File: src/rtl/irq_ack_pkg.sv
package irq_ack_pkg;
  localparam int PRIO_W = 3;
  localparam int FC_W   = 3;
  localparam logic [FC_W-1:0] FC_CPU = 3'b111;

  typedef enum logic [2:0] {
    ST_IDLE,
    ST_ACK,
    ST_WAIT,
    ST_FETCH,
    ST_DONE
  } seq_state_t;

  typedef enum logic [1:0] {
    PATH_NONE = 2'd0,
    PATH_VEC  = 2'd1,
    PATH_AUTO = 2'd2,
    PATH_SPUR = 2'd3
  } term_path_t;
endpackage

File: src/rtl/irq_prio_sel.sv
module irq_prio_sel
  import irq_ack_pkg::*;
(
  input  logic [PRIO_W-1:0] tmr_prio,
  input  logic [PRIO_W-1:0] ext_prio,
  output logic [PRIO_W-1:0] sel_prio,
  output logic              sel_tmr
);
  // timer wins ties at the same level
  always_comb begin
    sel_tmr  = (tmr_prio >= ext_prio) && (tmr_prio != '0);
    sel_prio = sel_tmr ? tmr_prio : ext_prio;
  end
endmodule

File: src/rtl/irq_vec_gen.sv
module irq_vec_gen
  import irq_ack_pkg::*;
#(
  parameter int ADDR_W    = 24,
  parameter int VEC_W     = 8,
  parameter int AUTO_BASE = 'h18,
  parameter int SPUR_VEC  = 'h0F
) (
  input  logic              berr,
  input  logic              avec,
  input  logic              dack,
  input  logic [PRIO_W-1:0] ip,
  input  logic [VEC_W-1:0]  bus_vec,
  output logic              term_hit,
  output term_path_t        path,
  output logic [VEC_W-1:0]  vec_num,
  output logic [ADDR_W-1:0] vec_addr
);
  localparam int PAD_W = ADDR_W - VEC_W - 1;

  always_comb begin
    term_hit = berr | avec | dack;
    if (berr) begin
      path    = PATH_SPUR;
      vec_num = VEC_W'(SPUR_VEC);
    end else if (avec) begin
      path    = PATH_AUTO;
      vec_num = VEC_W'(AUTO_BASE) + VEC_W'(ip);
    end else if (dack) begin
      path    = PATH_VEC;
      vec_num = bus_vec;
    end else begin
      path    = PATH_NONE;
      vec_num = '0;
    end
    vec_addr = {{PAD_W{1'b0}}, vec_num, 1'b0};
  end
endmodule

File: src/rtl/irq_ack_seq.sv
module irq_ack_seq
  import irq_ack_pkg::*;
#(
  parameter int ADDR_W = 24,
  parameter int DATA_W = 16,
  parameter int VEC_W  = 8,
  parameter logic [FC_W-1:0] FETCH_FC = 3'b101
) (
  input  logic              clk,
  input  logic              rst,
  input  logic              start,
  input  logic [PRIO_W-1:0] sel_prio,
  input  logic              sel_tmr,
  input  logic              dack,
  input  logic              term_hit,
  input  term_path_t        path_in,
  input  logic [VEC_W-1:0]  vec_in,
  input  logic [ADDR_W-1:0] vec_addr_in,
  input  logic [DATA_W-1:0] data,
  output seq_state_t        st_o,
  output logic [PRIO_W-1:0] ip_o,
  output logic              as_o,
  output logic [FC_W-1:0]   fc_o,
  output logic [ADDR_W-1:0] addr_o,
  output logic              pk_clr_o,
  output logic              src_tmr_o,
  output term_path_t        path_o,
  output logic [VEC_W-1:0]  vec_o,
  output logic [DATA_W-1:0] pc_o,
  output logic              done_o
);
  localparam int ONES_W = ADDR_W - PRIO_W - 1;

  seq_state_t st;
  logic [ADDR_W-1:0] ack_addr;

  assign ack_addr = {{ONES_W{1'b1}}, sel_prio, 1'b1};
  assign st_o     = st;

  always_ff @(posedge clk) begin
    if (rst) begin
      st        <= ST_IDLE;
      ip_o      <= '0;
      as_o      <= 1'b0;
      fc_o      <= '0;
      addr_o    <= '0;
      pk_clr_o  <= 1'b0;
      src_tmr_o <= 1'b0;
      path_o    <= PATH_NONE;
      vec_o     <= '0;
      pc_o      <= '0;
      done_o    <= 1'b0;
    end else begin
      pk_clr_o <= 1'b0;
      done_o   <= 1'b0;
      case (st)
        ST_IDLE: begin
          if (start && sel_prio != '0) begin
            st        <= ST_ACK;
            as_o      <= 1'b1;
            fc_o      <= FC_CPU;
            addr_o    <= ack_addr;
            pk_clr_o  <= 1'b1;
            src_tmr_o <= sel_tmr;
          end
        end
        ST_ACK: begin
          ip_o <= addr_o[PRIO_W:1];
          st   <= ST_WAIT;
        end
        ST_WAIT: begin
          if (term_hit) begin
            vec_o  <= vec_in;
            path_o <= path_in;
            addr_o <= vec_addr_in;
            fc_o   <= FETCH_FC;
            st     <= ST_FETCH;
          end
        end
        ST_FETCH: begin
          if (dack) begin
            pc_o      <= data;
            as_o      <= 1'b0;
            fc_o      <= '0;
            addr_o    <= '0;
            src_tmr_o <= 1'b0;
            done_o    <= 1'b1;
            st        <= ST_DONE;
          end
        end
        default: st <= ST_IDLE;
      endcase
    end
  end

  AST_ACK_ENCODE: assert property (@(posedge clk) disable iff (rst)
    $rose(as_o) |-> (fc_o == FC_CPU && addr_o[0] && (&addr_o[ADDR_W-1:PRIO_W+1])));
  AST_PK_ONE_CYCLE: assert property (@(posedge clk) disable iff (rst)
    pk_clr_o |=> !pk_clr_o);
  AST_PRIO_NONZERO: assert property (@(posedge clk) disable iff (rst)
    $rose(as_o) |-> addr_o[PRIO_W:1] != '0);
  AST_IP_FROM_BUS: assert property (@(posedge clk) disable iff (rst)
    (st == ST_ACK) |=> (ip_o == $past(addr_o[PRIO_W:1])));
  AST_IP_HOLD: assert property (@(posedge clk) disable iff (rst)
    (st == ST_WAIT || st == ST_FETCH) |=> $stable(ip_o));
  AST_DONE_ONE_CYCLE: assert property (@(posedge clk) disable iff (rst)
    done_o |=> !done_o);
  AST_DONE_BUS_OFF: assert property (@(posedge clk) disable iff (rst)
    done_o |-> !as_o);
endmodule

File: src/rtl/irq_ack_ctrl.sv
module irq_ack_ctrl
  import irq_ack_pkg::*;
#(
  parameter int ADDR_W    = 24,
  parameter int DATA_W    = 16,
  parameter int VEC_W     = 8,
  parameter int AUTO_BASE = 'h18,
  parameter int SPUR_VEC  = 'h0F
) (
  input  logic              clk,
  input  logic              rst,
  input  logic              start_i,
  input  logic [2:0]        tmr_prio_i,
  input  logic [2:0]        ext_prio_i,
  input  logic              dack_i,
  input  logic              avec_i,
  input  logic              berr_i,
  input  logic [DATA_W-1:0] data_i,
  output logic              as_o,
  output logic [2:0]        fc_o,
  output logic [ADDR_W-1:0] addr_o,
  output logic              pk_clr_o,
  output logic [2:0]        ip_o,
  output logic              src_tmr_o,
  output logic [VEC_W-1:0]  vec_o,
  output logic [1:0]        path_o,
  output logic [DATA_W-1:0] pc_o,
  output logic              done_o
);
  logic [PRIO_W-1:0] sel_prio;
  logic              sel_tmr;
  logic              term_hit;
  term_path_t        path_c;
  term_path_t        path_q;
  logic [VEC_W-1:0]  vec_c;
  logic [ADDR_W-1:0] vec_addr_c;
  seq_state_t        st;

  irq_prio_sel u_sel (
    .tmr_prio (tmr_prio_i),
    .ext_prio (ext_prio_i),
    .sel_prio (sel_prio),
    .sel_tmr  (sel_tmr)
  );

  irq_vec_gen #(
    .ADDR_W(ADDR_W), .VEC_W(VEC_W), .AUTO_BASE(AUTO_BASE), .SPUR_VEC(SPUR_VEC)
  ) u_vec (
    .berr     (berr_i),
    .avec     (avec_i),
    .dack     (dack_i),
    .ip       (ip_o),
    .bus_vec  (data_i[VEC_W-1:0]),
    .term_hit (term_hit),
    .path     (path_c),
    .vec_num  (vec_c),
    .vec_addr (vec_addr_c)
  );

  irq_ack_seq #(
    .ADDR_W(ADDR_W), .DATA_W(DATA_W), .VEC_W(VEC_W)
  ) u_seq (
    .clk         (clk),
    .rst         (rst),
    .start       (start_i),
    .sel_prio    (sel_prio),
    .sel_tmr     (sel_tmr),
    .dack        (dack_i),
    .term_hit    (term_hit),
    .path_in     (path_c),
    .vec_in      (vec_c),
    .vec_addr_in (vec_addr_c),
    .data        (data_i),
    .st_o        (st),
    .ip_o        (ip_o),
    .as_o        (as_o),
    .fc_o        (fc_o),
    .addr_o      (addr_o),
    .pk_clr_o    (pk_clr_o),
    .src_tmr_o   (src_tmr_o),
    .path_o      (path_q),
    .vec_o       (vec_o),
    .pc_o        (pc_o),
    .done_o      (done_o)
  );

  assign path_o = path_q;

  AST_SPUR_WINS: assert property (@(posedge clk) disable iff (rst)
    (st == ST_WAIT && berr_i) |=> (path_o == 2'd3 && vec_o == VEC_W'(SPUR_VEC)));
  AST_AUTO_OVER_DACK: assert property (@(posedge clk) disable iff (rst)
    (st == ST_WAIT && avec_i && !berr_i) |=> (path_o == 2'd2));
  AST_FETCH_ADDR: assert property (@(posedge clk) disable iff (rst)
    (st == ST_WAIT && $past(st) == ST_WAIT && !term_hit) |-> $stable(addr_o));
endmodule

File: config.mk
export PLATFORM = sky130hd
export DESIGN_NAME = irq_ack_ctrl
export DESIGN_NICKNAME = d
export VERILOG_FILES = /design/src/rtl/irq_ack_pkg.sv /design/src/rtl/irq_prio_sel.sv /design/src/rtl/irq_vec_gen.sv /design/src/rtl/irq_ack_seq.sv /design/src/rtl/irq_ack_ctrl.sv
export SDC_FILE = /design/constraint.sdc
export NUM_CORES = 1
export LEC_CHECK = 0
export BUFFER_PORTS_ARGS = -buffer_cell sky130_fd_sc_hd__buf_2
export CAP_MARGIN = 0
export CORE_ASPECT_RATIO = 0.7
export CORE_MARGIN = 2
export CORE_UTILIZATION = 35
export DETAILED_ROUTE_END_ITERATION = 12
export PLACE_DENSITY = 0.66
export SKIP_LAST_GASP = 1
export SLEW_MARGIN = 20
export SYNTH_ARGS = -nofsm -noshare
export SYNTH_HDL_FRONTEND = slang
export SYNTH_SLANG_ARGS = --single-unit
File: constraint.sdc
create_clock -name clk -period 2.1 [get_ports clk]
set_clock_uncertainty 0.1 [all_clocks]
set_input_delay 0 -clock clk [delete_from_list [all_inputs] [get_ports clk]]
set_output_delay 0 -clock clk [all_outputs]
set_load 0.02 [all_outputs]
==> results of run 1 <==
==> flip-flops by register name, summed over array words and instances, names as in the netlist <==
signal / flops
u_seq.pc_o: 16
u_seq.as_o: 1
u_seq.fc_o: 2
u_seq.addr_o: 8
u_seq.ip_o: 3
u_seq.pk_clr_o: 1
u_seq.src_tmr_o: 1
u_seq.vec_o: 8
u_seq.done_o: 1
u_seq.path_o: 2
u_seq.st_o: 3
==> Yosys cell counts, types with 3 or more instances <==
library cell | n | area share (%)
dfxtp_1 | 46 | 43
nand2_1 | 46 | 8.1
a21oi_1 | 39 | 9.1
nor2_1 | 20 | 3.5
buf_4 | 18 | 6.3
o21ai_0 | 11 | 2.6
clkbuf_1 | 9 | 1.6
inv_1 | 7 | 1.2
a22oi_1 | 6 | 2.1
nor3_1 | 5 | 1.2
a211oi_1 | 4 | 1.4
a21oi_2 | 4 | 1.6
nand3_1 | 4 | 0.93
a311oi_1 | 3 | 1.2
a32oi_1 | 3 | 1.2
buf_6 | 3 | 1.6
ha_1 | 3 | 1.8
==> power groups by stage <==
stage | sequential, W | clock, W | combinational, W
6_report | 0.00103 | 0.000519 | 0.000707
3_5_place_dp | 0.00105 | 0 | 0.000668
4_1_cts | 0.00103 | 0.000533 | 0.000703
2_1_floorplan | 0.00112 | 0 | 0.000446
3_3_place_gp | 0.00105 | 0 | 0.000661
5_1_grt | 0.00105 | 0.000573 | 0.000769
==> worst paths after layout <==
check                       from              end
hold reg to reg   u_seq.pc_o[10]   u_seq.pc_o[10]
setup / recovery   tmr_prio_i[2]  u_seq.addr_o[3]
hold / removal            berr_i  u_seq.path_o[0]
setup reg to reg   u_seq.st_o[2]  u_seq.addr_o[6]
==> kinds of logic after synthesis <==
group                      after synthesis
adders and majority gates                3
and+or+nand+nor                         90
AOI/OAI and AO/OA                       84
buffers and inverters                   40
DFF                                     46
muxes                                    1
==> through the flow <==
step	util (%)	total power, W	hold WS (ps)	instance area [um2]
2_1_floorplan	-	0.001568	36.02	2145
4_1_cts	47.76	0.002270	18.17	2776
3_5_place_dp	42.60	0.001722	149.8	2476
3_3_place_gp	42.60	0.001714	142.3	2476
5_1_grt	47.89	0.002389	28.41	2784
6_report	47.89	0.002262	28.46	2784
==> worst register-to-register path, stage by stage (launching register included) <==
cell	delay, ps
dfxtp_1	420
nor3_2	320
a21boi_1	330
o21a_1	250
nor2_2	120
a211oi_1	240
==> metal layers <==
| layer | wire length (um) | up-vias |
|---|---|---|
| li1 | - | 1073 |
| met1 | 2932 | 930 |
| met2 | 2349 | 99 |
| met3 | 542 | 4 |
| met4 | 34 | 0 |
| met5 | 0 | - |
==> final cells by class <==
cell class	count	area share, %
clock inverter	1	0.2697
tap	75	3.371
timing repair buffer	111	24.09
multi-input combinational	178	35.51
sequential	46	33.08
clock buffer	6	2.607
inverter	8	1.079
==> what timing repair did <==
action	CTS	global route
buffers inserted	0	0
resized for setup	0	1
endpoints found under the hold margin	27	0
hold buffers	22	0
setup endpoints to repair	0	1
==> summary.md, run 1 <==
| Metric | Value |
|---|---|
| Post-synthesis xor/xnor area fraction | `0%` |
| DIE WIDTH | `97.56 um` |
| Setup slack at placement | `262.8 ps` |
| Adder-Cell Fraction of Synth Area | `1.750%` |
| RSZ-0062 raised after global routing | `no` |
| Die area | `6779 um2` |
| Synth Register Bits | `46` |
| Vias per std cell | `4.955` |
| Final worst slack | `154.1 ps` |
| Ant diodes | `0` |
| Total internal power | `0.001445 W` |
| Num CTS Buffers | `5` |
| Endpoints failing setup | `0` |
| Post-synthesis instance area | `2145 um2` |
| Main combinational cell family by area after synthesis | `compound AO/OA/AOI/OAI gates` |
| Yosys cell types | `43` |
| Post-Synthesis Cells | `264` |
| Worst-path cell chain | `dlygate4sd3_1 -> buf_2 -> ha_1 -> nand2_1 -> o21a_1 -> o21a_1 -> nor2_2 -> a311oi_1` |
| Total wire length | `5.859 mm` |
| Yosys warns | `0` |
| Non-Filler Instances | `425` |
| Power per cell area | `812.4 nW/um2` |
| Initial antenna violation count | `0` |
| Root Driver | `clkbuf_8` |
| Max incr delay on CP | `540 ps` |
| CP Launch Type | `input pin` |
| Detail Placement HPWL | `4.261 mm` |
| TritonCTS clock tree | `done` |
| Setup TNS | `0 ps` |
| Area of the multi-input gates | `988.4 um2` |
| Skew-Pair Late Insertion Delay | `290 ps` |
| GR Util met1 | `27.56%` |
| Row count | `23` |
| Critical path fanouts, max | `7` |
| Detailed Route Iter0 Violations | `102` |
| Slew headroom | `31.90%` |
| Post-synthesis compound-gate area fraction | `24.21%` |
| Status | `completed` |
| Synthesized Nets | `295` |
| Net Sw Power | `0.0008165 W` |
| GRT Util Overall | `17.37%` |
| Largest net degree at the start of global routing | `47` |
| Buffer depth of the longest clock path | `2` |
| Fmax achieved | `0.5139 GHz` |
| Number of synthesized flops with an enable pin | `0` |
| GP Congestion | `0.8177` |
| Main synth FF type | `dfxtp_1` |
| Syn_area_per_cell | `8.123 um2` |
| Number of max-cap violations | `0` |
| Simple-Gate Fraction of Synth Area | `19.31%` |
| Placed Instances | `396` |
| Fillers | `587` |
| CTS sink count | `46` |
| Final Slew Violations | `0` |
| Ratio of cells with drive above 1 in the final layout | `30.86%` |
| Met2 Track Usage GR | `23.75%` |
| Most frequent cells in the layout | `buf_2, nand2_1, dfxtp_1, a21oi_1, dlygate4sd3_1` |
| R2r setup slk | `230 ps` |
| WHS Path Cells | `3` |
| H-tree levels | `2` |
| Final min period | `1946 ps` |
| DR pass1 iterations | `5` |
| First-pass GRT wire length | `9.653 mm` |
| Commonest non-fill, non-tap cell in the layout | `buf_2` |
| Nets@finish | `381` |
| Sw Ratio | `36.10%` |
| Area Growth Syn to Fin | `29.81%` |
| Lkg Pwr | `1.238 nW` |
| Post-synthesis sequential area ratio | `42.94%` |
| # IOs | `88` |
| Worst Tran Pin Value | `1013 ps` |
| Buffers & Inverters on Critical Path | `2` |
| Antenna violation net count after detailed routing | `0` |
| Via count | `2106` |
| DRC | `0` |
| Final period utilization | `92.66%` |
| Clk slew on worst S/H paths | `80 ps` |
| Worst setup EP type | `register` |
| Grt total ovfl | `0` |
| Clock share of power | `23.0%` |
| Seq pwr share | `45.8%` |
| Vias in the first global route | `1951` |
| CP max-delay cell | `dlygate4sd3_1` |
| Post-synth ARST share | `0%` |
| Cell mode on critical path | `o21a_1` |
| Req. time, crit path | `2140 ps` |
| Register area | `920.9 um2` |
| Endpoints failing hold | `0` |
| Critical path's top delay family | `buffers and inverters` |
| Die Ht | `69.49 um` |
| Post-synthesis mux area share | `0.4667%` |
| Port bufs | `87` |
| Core area | `5813 um2` |
| Initial Util | `36.89%` |
| VDD IR max | `0.0003472 V` |
| Critical path class | `in -> reg` |
| Met3 usage | `4.032%` |
| Crit path depth | `8` |
| R2r worst-path depth | `5` |
| Power share of the combinational group | `31.3%` |
| Busiest grt layer | `met1` |
| Worst EP arrival | `1980 ps` |
| Post-DR wirelength/cell | `13.79 um` |
| Hold/Removal Path Class | `in -> reg` |
(Power assumes the default switching activity.)
==> run 2, diff against run 1 <==
--- a/config.mk
+++ b/config.mk
@@ -12,6 +12,7 @@
 export CORE_UTILIZATION = 35
 export DETAILED_ROUTE_END_ITERATION = 12
 export PLACE_DENSITY = 0.66
+export RECOVER_POWER = 25
 export SKIP_LAST_GASP = 1
 export SLEW_MARGIN = 20
 export SYNTH_ARGS = -nofsm -noshare
==> run 2 against run 1 <==
Sequential cell count unchanged. Worst setup slack got worse by 4.7 ps. Fmax decreased by 0.24%. Core utilization decreased by 0.56 points. Combinational power decreased by 1%. Clock power about the same. Via count increased by 0.62%. Die area unchanged. Cell count unchanged. Worst hold slack improved by 2.2 ps. Non-clock buffer count unchanged. First-iteration DRC count increased by 21%. Critical path type unchanged. Largest cell class unchanged.
==> summary.md, run 2 (same netlist as run 1, synthesis figures left out) <==
| Metric | Value |
|---|---|
| Status | `completed (unchanged)` |
| Hold_sp | `berr_i (unchanged)` |
| # IOs | `88 (unchanged)` |
| Die area | `6779 um2 (unchanged)` |
| Detailed Route Iter0 Violations | `123 (was 102)` |
| Via count | `2119 (was 2106)` |
| Lkg Pwr | `1.128 nW (was 1.238 nW)` |
| Critical path class | `in -> reg (unchanged)` |
| Fillers | `600 (was 587)` |
| Biggest regs | `u_seq.pc_o: 16 flops, u_seq.addr_o: 8 flops, u_seq.vec_o: 8 flops (unchanged)` |
| Port bufs | `87 (unchanged)` |
| DIE WIDTH | `97.56 um (unchanged)` |
| Clk slew on worst S/H paths | `80 ps (about the same)` |
| Root Driver | `clkbuf_8 (unchanged)` |
| Max FFs per register | `16 (unchanged)` |
| Launch point of the critical path | `tmr_prio_i[2] (unchanged)` |
| Req. time, crit path | `2140 ps (about the same)` |
| Critical R2R Launch | `u_seq.st_o[2] (unchanged)` |
| GP Congestion | `0.8177 (unchanged)` |
| TritonCTS clock tree | `done (unchanged)` |
| Total wire length | `5.889 mm (was 5.859 mm)` |
| Worst setup EP type | `register (unchanged)` |
| Detail Placement HPWL | `4.261 mm (unchanged)` |
| Most frequent cells in the layout | `buf_2, nand2_1, dfxtp_1, a21oi_1, clkbuf_1 (was buf_2, nand2_1, dfxtp_1, a21oi_1, dlygate4sd3_1)` |
| Num CTS Buffers | `5 (unchanged)` |
| Largest register by flop count | `u_seq.pc_o (unchanged)` |
| Slew headroom | `32.38% (was 31.90%)` |
| H-tree levels | `2 (unchanged)` |
| Row count | `23 (unchanged)` |
| Skew-Pair Late Insertion Delay | `290 ps (about the same)` |
| Core area | `5813 um2 (unchanged)` |
| Hold/Removal Path Class | `in -> reg (unchanged)` |
| Setup TNS | `0 ps (unchanged)` |
| Die Ht | `69.49 um (unchanged)` |
| Vias per std cell | `4.986 (was 4.955)` |
| CTS sink count | `46 (unchanged)` |
| Initial antenna violation count | `0 (unchanged)` |
| First-pass GRT wire length | `9.653 mm (unchanged)` |
| CP Launch Type | `input pin (unchanged)` |
| Final min period | `1951 ps (was 1946 ps)` |
| Area Growth Syn to Fin | `28.30% (was 29.81%)` |
| DR pass1 iterations | `4 (was 5)` |
| Worst EP arrival | `1990 ps (was 1980 ps)` |
| DRC | `0 (unchanged)` |
| Critical path fanouts, max | `7 (unchanged)` |
| Placed Instances | `396 (unchanged)` |
| Ratio of cells with drive above 1 in the final layout | `23.43% (was 30.86%)` |
| Buffer depth of the longest clock path | `2 (unchanged)` |
| Ant diodes | `0 (unchanged)` |
| Endpoints failing setup | `0 (unchanged)` |
| Post-DR wirelength/cell | `13.86 um (was 13.79 um)` |
| Largest net degree at the start of global routing | `47 (unchanged)` |
| Commonest non-fill, non-tap cell in the layout | `buf_2 (unchanged)` |
| Initial Util | `36.89% (unchanged)` |
| Number of max-cap violations | `0 (unchanged)` |
| Non-Filler Instances | `425 (unchanged)` |
| Grt total ovfl | `0 (unchanged)` |
| Fmax achieved | `0.5126 GHz (was 0.5139 GHz)` |
| Power per cell area | `819.8 nW/um2 (was 812.4 nW/um2)` |
| Antenna violation net count after detailed routing | `0 (unchanged)` |
| Post-CTS Setup Repair Bufs | `0 (unchanged)` |
| Vias in the first global route | `1951 (unchanged)` |
| Final period utilization | `92.89% (was 92.66%)` |
| Endpoints failing hold | `0 (unchanged)` |
| VDD IR max | `0.0003475 V (was 0.0003472 V)` |
| RSZ-0062 raised after global routing | `no (unchanged)` |
| GRT Util Overall | `17.37% (unchanged)` |
| Final Slew Violations | `0 (unchanged)` |
| Nets@finish | `381 (unchanged)` |
| Worst Tran Pin Value | `1006 ps (was 1013 ps)` |
run 2: changes by cell type in the layout (fill, tap and decap cells not counted), sizes merged:
cell    before  now
buf         89   63
clkbuf       6   32
run 2: where the power goes:
group / switching (W) / internal (W) / total (W)
Clock: 0.000291 / 0.000229 / 0.000520
Sequential: 0.0000798 / 0.000956 / 0.00104
Combinational: 0.000448 / 0.000253 / 0.000700
run 2: what timing repair did:
action                                  CTS  global route
endpoints found under the setup margin    0             1
resized for setup                         0             1
hold endpoints to repair                 27             0
hold buffers                             22             0
run 2: through the flow:
stage                     utilization [%]  cell area (um2)  hold WS (ps)  total power, W  setup WS, ps
after floorplan                         -             2145         36.02        0.001568         433.5
after global placement              42.60             2476         142.3        0.001714         354.7
after detailed placement            42.60             2476         149.8        0.001722         262.8
after CTS                           47.76             2776         18.17        0.002270         117.2
after global routing                47.33             2751         28.41        0.002383         35.88
final                               47.33             2751         30.63        0.002256         149.3
run 2: routing by layer:
layer | vias to the layer above | GRT usage [%] | share of wire (%)
met2 | 88 | 23.75 | 40
met4 | 0 | 3.241 | 0.56
met3 | 4 | 4.032 | 7.8
met5 | - | 0 | 0
li1 | 1075 | - | -
met1 | 952 | 27.56 | 51
run 2: final timing paths:
path / end / depth (start not counted) / slack, ps
max: u_seq.addr_o[3] / 8 / 150
min: u_seq.path_o[0] / 3 / 30
max reg2reg: u_seq.src_tmr_o / 5 / 230
min reg2reg: u_seq.pc_o[10] / 2 / 360
run 2: layout make-up:
cell class,instances,area [um2],share of cell area (%)
Sequential cell,46,920.9,33.47
Clock inverter,1,7.507,0.2729
Clock buffer,6,72.57,2.638
Inverter,8,30.03,1.091
Tap cell,75,93.84,3.411
Multi-Input combinational cell,178,988.4,35.93
Timing Repair Buffer,111,638.1,23.19
run 2: critical path, cell delays in order:
cell	delay [ps]
dlygate4sd3_1	540
buf_2	140
ha_1	280
nand2_1	70
o21a_1	220
o21a_1	250
nor2_2	330
a311oi_1	150
